$ cat src/rtl/dip_pkg.sv
package dip_pkg;

  localparam int CLS_W = 3;

  typedef enum logic [CLS_W-1:0] {
    CL_INT  = 3'd0,
    CL_CPLX = 3'd1,
    CL_BR   = 3'd2,
    CL_FP   = 3'd3,
    CL_FXCH = 3'd4
  } iclass_e;

  function automatic logic is_fp_kind(input logic [CLS_W-1:0] c);
    return (c == CL_FP) || (c == CL_FXCH);
  endfunction

  // Order-sensitive class compatibility: a = older slot, b = younger slot.
  function automatic logic class_pair_ok(input logic [CLS_W-1:0] a,
                                         input logic [CLS_W-1:0] b);
    logic ok;
    ok = 1'b0;
    if (a == CL_INT && (b == CL_INT || b == CL_BR)) ok = 1'b1;
    if (is_fp_kind(a) && is_fp_kind(b) && (a == CL_FXCH || b == CL_FXCH)) ok = 1'b1;
    return ok;
  endfunction

  function automatic logic [1:0] take_count(input logic can_go, input logic two);
    if (!can_go) return 2'd0;
    return two ? 2'd2 : 2'd1;
  endfunction

endpackage

$ cat src/rtl/dip_pair_rules.sv
module dip_pair_rules
  import dip_pkg::*;
#(
  parameter int REG_W = 5
) (
  input  logic             s0_vld,
  input  logic [CLS_W-1:0] s0_cls,
  input  logic [REG_W-1:0] s0_dst,
  input  logic             s0_wr,
  input  logic             s1_vld,
  input  logic [CLS_W-1:0] s1_cls,
  input  logic [REG_W-1:0] s1_dst,
  input  logic             s1_wr,
  input  logic [REG_W-1:0] s1_srca,
  input  logic [REG_W-1:0] s1_srcb,
  output logic             cls_ok,
  output logic             hazard,
  output logic             pair_ok
);

  logic raw_hit;
  logic waw_hit;

  always_comb begin
    raw_hit = s0_wr && ((s1_srca == s0_dst) || (s1_srcb == s0_dst));
    waw_hit = s0_wr && s1_wr && (s1_dst == s0_dst);
    hazard  = raw_hit || waw_hit;
    cls_ok  = class_pair_ok(s0_cls, s1_cls);
    pair_ok = s0_vld && s1_vld && cls_ok && !hazard;
  end

endmodule

$ cat src/rtl/dip_mc_tracker.sv
module dip_mc_tracker (
  input  logic clk,
  input  logic rst,
  input  logic start,
  input  logic done,
  output logic busy
);

  always_ff @(posedge clk) begin
    if (rst)
      busy <= 1'b0;
    else if (start)
      busy <= 1'b1;
    else if (busy && done)
      busy <= 1'b0;
  end

endmodule

$ cat src/rtl/dip_issue_ctrl.sv
module dip_issue_ctrl
  import dip_pkg::*;
(
  input  logic             s0_vld,
  input  logic [CLS_W-1:0] s0_cls,
  input  logic             pair_ok,
  input  logic             mc_busy,
  input  logic             wb64_req,
  output logic             issue_one,
  output logic             issue_two,
  output logic             mc_start,
  output logic [1:0]       take_cnt
);

  always_comb begin
    issue_one = s0_vld && !mc_busy && !wb64_req;
    issue_two = issue_one && pair_ok;
    mc_start  = issue_one && (s0_cls == CL_CPLX);
    take_cnt  = take_count(issue_one, issue_two);
  end

endmodule

$ cat src/rtl/dip_issue_regs.sv
module dip_issue_regs
  import dip_pkg::*;
#(
  parameter int NUM_PIPES = 2
) (
  input  logic                            clk,
  input  logic                            rst,
  input  logic [NUM_PIPES-1:0]            lane_go,
  input  logic [NUM_PIPES-1:0][CLS_W-1:0] lane_cls,
  output logic [NUM_PIPES-1:0]            lane_vld_q,
  output logic [NUM_PIPES-1:0][CLS_W-1:0] lane_cls_q
);

  for (genvar g = 0; g < NUM_PIPES; g++) begin : g_lane
    always_ff @(posedge clk) begin
      if (rst) begin
        lane_vld_q[g] <= 1'b0;
        lane_cls_q[g] <= '0;
      end else begin
        lane_vld_q[g] <= lane_go[g];
        if (lane_go[g]) lane_cls_q[g] <= lane_cls[g];
      end
    end
  end

endmodule

$ cat src/rtl/dual_issue_pairer.sv
module dual_issue_pairer
  import dip_pkg::*;
#(
  parameter int REG_W = 5
) (
  input  logic             clk,
  input  logic             rst,
  input  logic             s0_vld,
  input  logic [2:0]       s0_cls,
  input  logic [REG_W-1:0] s0_dst,
  input  logic             s0_wr,
  input  logic [REG_W-1:0] s0_srca,
  input  logic [REG_W-1:0] s0_srcb,
  input  logic             s1_vld,
  input  logic [2:0]       s1_cls,
  input  logic [REG_W-1:0] s1_dst,
  input  logic             s1_wr,
  input  logic [REG_W-1:0] s1_srca,
  input  logic [REG_W-1:0] s1_srcb,
  input  logic             mc_done,
  input  logic             wb64_req,
  output logic [1:0]       take_cnt,
  output logic             pipe_u_vld,
  output logic [2:0]       pipe_u_cls,
  output logic             pipe_v_vld,
  output logic [2:0]       pipe_v_cls,
  output logic             mc_active
);

  localparam int NUM_PIPES = 2;

  // Named internal events, visible to the bound checker.
  logic cls_ok;
  logic hazard;
  logic pair_ok;
  logic issue_one;
  logic issue_two;
  logic mc_start;
  logic mc_busy;

  logic [NUM_PIPES-1:0]            lane_go;
  logic [NUM_PIPES-1:0][CLS_W-1:0] lane_cls;
  logic [NUM_PIPES-1:0]            lane_vld_q;
  logic [NUM_PIPES-1:0][CLS_W-1:0] lane_cls_q;

  // Slot 0 source registers matter only to older instructions already
  // in flight, which this stage does not track.
  logic unused_s0_src;
  assign unused_s0_src = ^{s0_srca, s0_srcb};

  dip_pair_rules #(.REG_W(REG_W)) u_rules (
    .s0_vld (s0_vld),
    .s0_cls (s0_cls),
    .s0_dst (s0_dst),
    .s0_wr  (s0_wr),
    .s1_vld (s1_vld),
    .s1_cls (s1_cls),
    .s1_dst (s1_dst),
    .s1_wr  (s1_wr),
    .s1_srca(s1_srca),
    .s1_srcb(s1_srcb),
    .cls_ok (cls_ok),
    .hazard (hazard),
    .pair_ok(pair_ok)
  );

  dip_issue_ctrl u_ctrl (
    .s0_vld   (s0_vld),
    .s0_cls   (s0_cls),
    .pair_ok  (pair_ok),
    .mc_busy  (mc_busy),
    .wb64_req (wb64_req),
    .issue_one(issue_one),
    .issue_two(issue_two),
    .mc_start (mc_start),
    .take_cnt (take_cnt)
  );

  dip_mc_tracker u_mc (
    .clk  (clk),
    .rst  (rst),
    .start(mc_start),
    .done (mc_done),
    .busy (mc_busy)
  );

  assign lane_go  = {issue_two, issue_one};
  assign lane_cls = {s1_cls, s0_cls};

  dip_issue_regs #(.NUM_PIPES(NUM_PIPES)) u_regs (
    .clk       (clk),
    .rst       (rst),
    .lane_go   (lane_go),
    .lane_cls  (lane_cls),
    .lane_vld_q(lane_vld_q),
    .lane_cls_q(lane_cls_q)
  );

  assign pipe_u_vld = lane_vld_q[0];
  assign pipe_u_cls = lane_cls_q[0];
  assign pipe_v_vld = lane_vld_q[1];
  assign pipe_v_cls = lane_cls_q[1];
  assign mc_active  = mc_busy;

endmodule

$ cat config.mk
export PLATFORM = sky130hd
export DESIGN_NAME = dual_issue_pairer
export DESIGN_NICKNAME = d
export VERILOG_FILES = /design/src/rtl/dip_pkg.sv /design/src/rtl/dip_pair_rules.sv /design/src/rtl/dip_mc_tracker.sv /design/src/rtl/dip_issue_ctrl.sv /design/src/rtl/dip_issue_regs.sv /design/src/rtl/dual_issue_pairer.sv
export SDC_FILE = /design/constraint.sdc
export NUM_CORES = 1
export LEC_CHECK = 0
export ABC_AREA = 1
export CAP_MARGIN = 15
export CORE_MARGIN = 10
export CORE_UTILIZATION = 34
export DETAILED_ROUTE_END_ITERATION = 12
export PLACE_DENSITY = 0.78
export REMOVE_ABC_BUFFERS = 1
export SYNTH_ARGS = -nofsm -noshare
export SYNTH_HDL_FRONTEND = slang
export SYNTH_SLANG_ARGS = --single-unit
export TNS_END_PERCENT = 30
$ cat constraint.sdc
create_clock -name clk -period 1.65 [get_ports clk]
set_input_delay 0.33 -clock clk [delete_from_list [all_inputs] [get_ports clk]]
set_output_delay 0.33 -clock clk [all_outputs]
set_load 0.02 [all_outputs]
### Word-level counts from Yosys, hierarchy flattened

Cells that the tools add are included.

* register bits after elaboration: 9
* input bits: 44
* output and inout port bits: 11
* word-level logic and storage cells: 46

* eq/ne operators: 9
* mux-type cells: 6
* reduce and logical (&&, ||, !) cells: 26

Operator list (count)
* == test 5 bit: 3
* logical AND 1 bit: 14
* == test 3 x 2 -> 1 bit (second input constant): 3
* == test 3 bit (second input constant): 2
* zero test 3 bit: 2
* logical OR 1 bit: 6
* 2-to-1 mux 1 bit: 4
* 2-to-1 mux 2 bit: 2
* == test 3 x 1 -> 1 bit (second input constant): 1
* zero test 1 bit: 3
* nonzero test 2 bit: 1

### Logic depth before layout (Yosys ltp)

* depth in word-level cells: 10
* depth in mapped cells: 11
* mapped depth without buffers: 11

### By module

A second synthesis with hierarchy kept.

* cell total of the unflattened synthesis: 142
* area total of the unflattened synthesis: 745.7 µm²

Modules (own cells, without submodules)
* dip_pair_rules: instances 1, cells an instance 84, area an instance 372.9 µm², sequential area each 0.0 µm²
* dip_issue_regs: instances 1, cells an instance 43, area an instance 291.5 µm², sequential area each 160.2 µm²
* dip_issue_ctrl: instances 1, cells an instance 10, area an instance 41.3 µm², sequential area each 0.0 µm²
* dip_mc_tracker: instances 1, cells an instance 5, area an instance 40.0 µm², sequential area each 20.0 µm²

### Worst setup path after synthesis

Ideal clock, no wire load.

* path type: register -> output
* start: reg u_mc.busy
* end: out take_cnt[0]
* arrival: 1232 ps
* path slack: 88 ps
* cell stages (with the launch flop): 4
* path buffers: 0
* cells stage by stage: dfxtp_1 nor3_4 inv_1 a21oi_1

* word-level cells in the longest chain between the ends: 6

RTL lines
* start, declared: RTL line dip_mc_tracker.sv:6 `output logic busy`
* start signal, assigned: RTL line dip_mc_tracker.sv:11 `busy <= 1'b0;`
* start signal, assigned: RTL line dip_mc_tracker.sv:13 `busy <= 1'b1;`
* start signal, assigned: RTL line dip_mc_tracker.sv:15 `busy <= 1'b0;`
* zero test 1 bit (*): RTL line dip_issue_ctrl.sv:16 `issue_one = s0_vld && !mc_busy && !wb64_req;`
* logical AND 1 bit (*) (2 in series): RTL line dip_issue_ctrl.sv:16
* logical AND 1 bit: RTL line dip_issue_ctrl.sv:17 `issue_two = issue_one && pair_ok;`
* 2-to-1 mux 2 bit: RTL line dip_pkg.sv:29 `return two ? 2'd2 : 2'd1;`
* 2-to-1 mux 2 bit (*): RTL line dip_pkg.sv:29
* end, declared: RTL line dual_issue_pairer.sv:22 `output logic [1:0] take_cnt,`

Every way passes the cells marked *; elsewhere a longest branch is shown, timed or not.

### Final worst setup path

* start: in s1_srcb[4]
* end: out take_cnt[0]

* word-level cells in the longest chain between the ends: 9

RTL lines
* start, declared: RTL line dual_issue_pairer.sv:19 `input logic [REG_W-1:0] s1_srcb,`
* == test 5 bit: RTL line dip_pair_rules.sv:25 `raw_hit = s0_wr && ((s1_srca == s0_dst) || (s1_srcb == s0_dst));`
* logical OR 1 bit: RTL line dip_pair_rules.sv:25
* logical AND 1 bit: RTL line dip_pair_rules.sv:25
* logical OR 1 bit: RTL line dip_pair_rules.sv:27 `hazard = raw_hit || waw_hit;`
* zero test 1 bit: RTL line dip_pair_rules.sv:29 `pair_ok = s0_vld && s1_vld && cls_ok && !hazard;`
* logical AND 1 bit: RTL line dip_pair_rules.sv:29
* logical AND 1 bit: RTL line dip_issue_ctrl.sv:17
* 2-to-1 mux 2 bit (2 in series): RTL line dip_pkg.sv:29

Every way passes these cells.

==> impl_metrics.json <==
{
  "status": "finished clean",
  "grt_usage_pct": 14.76,
  "row_count": 17,
  "layout_common_cells": "nand2_1 (43), buf_4 (30), inv_1 (28), clkbuf_2 (18), nor2_1 (16)",
  "reg2reg_depth": 6,
  "finClkSkew_ps": 11.38,
  "drive_gt1_share_pct": 42.60,
  "min_from": "s0_cls[2]",
  "final_common_cell": "nand2_1",
  "area_growth_pct": 86.80,
  "portBuffers": 44,
  "rr_startpoint": "u_mc.busy",
  "r2r_end": "u_regs.lane_cls_q[1]",
  "clk_pin_slew_ps": 60,
  "worstSetupPathType": "primary input to primary output",
  "max_cap_violations": 0,
  "endpoint_kind": "primary output",
  "clk_path_buf_depth": 2,
  "htreeDepth": 1,
  "leakage_uw": 0.0008541,
  "cellPowerDensity_nw_per_um2": 460.3,
  "grt_setup_unrepaired": "yes",
  "drc_errors": 0,
  "worstMarginPinSlew_ps": 296.1,
  "final-setup-viol-count": 0,
  "clock_latency_ps": 260,
  "nets": 268,
  "die_w_um": 68.11,
  "maxClockFrequency_ghz": 0.6242,
  "overflow": 0,
  "ant_nets": 0,
  "grt_max_degree": 6,
  "totalWireLength_mm": 3.359,
  "cts_tree": "built",
  "synth-seq-cells": 9,
  "vdd_ir_drop_max_mv": 0.5407,
  "grt_pass1_wl_mm": 5.354,
  "crit_required_ps": 1320,
  "hold_violations": 0,
  "finalCritPeriodShare_pct": 97.10,
  "wl_per_cell_um": 13.38,
  "tns_ps": 0,
  "clock-sinks": 9,
  "hold_depth": 4,
  "p_sw_share_pct": 32.80,
  "dp_hpwl_mm": 2.335,
  "boundaryPins": 55,
  "synth_top_area_share_pct": 26.71,
  "relSlewSlack_pct": 80.05,
  "viasPerCell": 4.797,
  "holdWs_ps": 377.2,
  "ys_seq_area_share_pct": 22.89,
  "synth_area_um2": 787.0,
  "holdPathEnd": "u_mc.busy",
  "die_y_um": 68.11,
  "drt_iter0_markers": 43,
  "postSynthCellCount": 150,
  "yosys-top-cells-area": "nand2_1 (27%), dfxtp_1 (23%), inv_1 (17%)",
  "fin_util_pct": 66.46,
  "switchingPower_uw": 222.0,
  "seq_power_share_pct": 33.6,
  "synth_area_per_cell_um2": 5.247,
  "place_congestion": 0.8139,
  "combinationalPowerShare_pct": 41.7,
  "power.internal_uw": 454.7,
  "period_minus_slack_ps": 1602,
  "antenna_cells": 0,
  "drt_pass1_iterations": 4,
  "clockPowerShare_pct": 24.6,
  "vias": 1204,
  "rrSetupSlack_ps": 310,
  "synth_cell_types": 17,
  "antenna_found_initial": 0,
  "initial_core_util_pct": 35.58,
  "holdBufCountCts": 0,
  "startpoint_type": "primary input",
  "final_max_slew_viol_count": 0,
  "synth_warnings": 0,
  "numCtsBuffers": 3,
  "cts-root-buf": "clkbuf_4",
  "hold_path.class": "primary input to flip-flop",
  "cp.arrival_ps": 1270,
  "grt_pass1_vias": 1271,
  "core_area_um2": 2212,
  "die-area_um2": 4639,
  "yosys.area.top_type": "nand2_1",
  "crit_path_max_fanout": 2
}
[metal layers]
metal,GRT usage (%),up-vias,routed length [um]
met4,8.794,0,189
li1,-,589,-
met2,26.98,61,1671
met3,5.873,19,232
met5,0,-,0
met1,13.46,535,1264
[through the flow]
stage	power [uW]	area (um2)	worst slack, ps	instances
after detailed placement	477.1	1353	-925.8	234
after floorplan	327.4	779.5	87.79	149
after global placement	468.7	1353	-886.5	234
final	676.7	1470	47.92	251
after global routing	724.3	1470	-44.15	251
after CTS	647.5	1445	-54.46	250
[worst max path at each step]
stage | slack, ps | cells after the start | to | from
global route | -40 | 10 | take_cnt[0] | s1_srcb[3]
finish | 50 | 7 | take_cnt[0] | s1_srcb[4]
CTS | -50 | 10 | take_cnt[0] | s1_srcb[0]
floorplan | 90 | 3 | take_cnt[0] | u_mc.busy
detailed placement | -930 | 10 | take_cnt[0] | s0_dst[0]
global placement | -890 | 10 | take_cnt[0] | s0_dst[0]
[flip-flops by register name, indices dropped and copies added, names as in the netlist]
name,cells
u_regs.lane_cls_q,6
u_regs.lane_vld_q,2
u_mc.busy,1
[repair_timing]
item                                   in CTS  in global routing
pin swaps                                  20                 27
setup endpoints to repair                   5                  3
setup buffers                              12                  1
endpoints found under the hold margin       0                  0
resized for setup                          71                 77
[cell families after synthesis]
logic type	count (synthesis)	synth area share, %
simple gates	91	49.44
compound gates	9	6.199
flops	9	22.89
xor+xnor	2	2.226
buf+inv	39	19.24
[power by group through the flow]
| stage | sequential (uW) | clock, uW | combinational [uW] |
|---|---|---|---|
| after floorplan | 240 | 0 | 87.4 |
| final | 228 | 167 | 282 |
| after global placement | 232 | 0 | 237 |
| after detailed placement | 232 | 0 | 245 |
| after global routing | 228 | 188 | 308 |
| after CTS | 227 | 174 | 247 |
[cell type report]
cell class,count,area (um2)
clock buffer,4,26.28
fill,194,742.0
inverter,38,147.6
multi-input combinational,102,548.0
sequential,9,180.2
tap,28,35.03
timing repair buffer,70,533.0
[synth_stat cells]
cell type,number
a21oi_1,4
buf_4,1
clkinv_2,1
dfxtp_1,9
inv_1,36
inv_2,1
nand2_1,56
nand3_1,5
nand4_1,4
nand4_4,1
nor2_1,23
nor3_1,1
nor3_4,1
o21ai_0,3
o21ai_1,1
o21ai_2,1
xnor2_1,2
[worst max-delay path: stages]
cell,delay (ps)
dlygate4sd2_1,260
xnor2_2,150
nand3_2,110
nand3_2,90
nand2_2,70
a21oi_2,140
buf_6,130
Power figures use the tool's default switching activity.
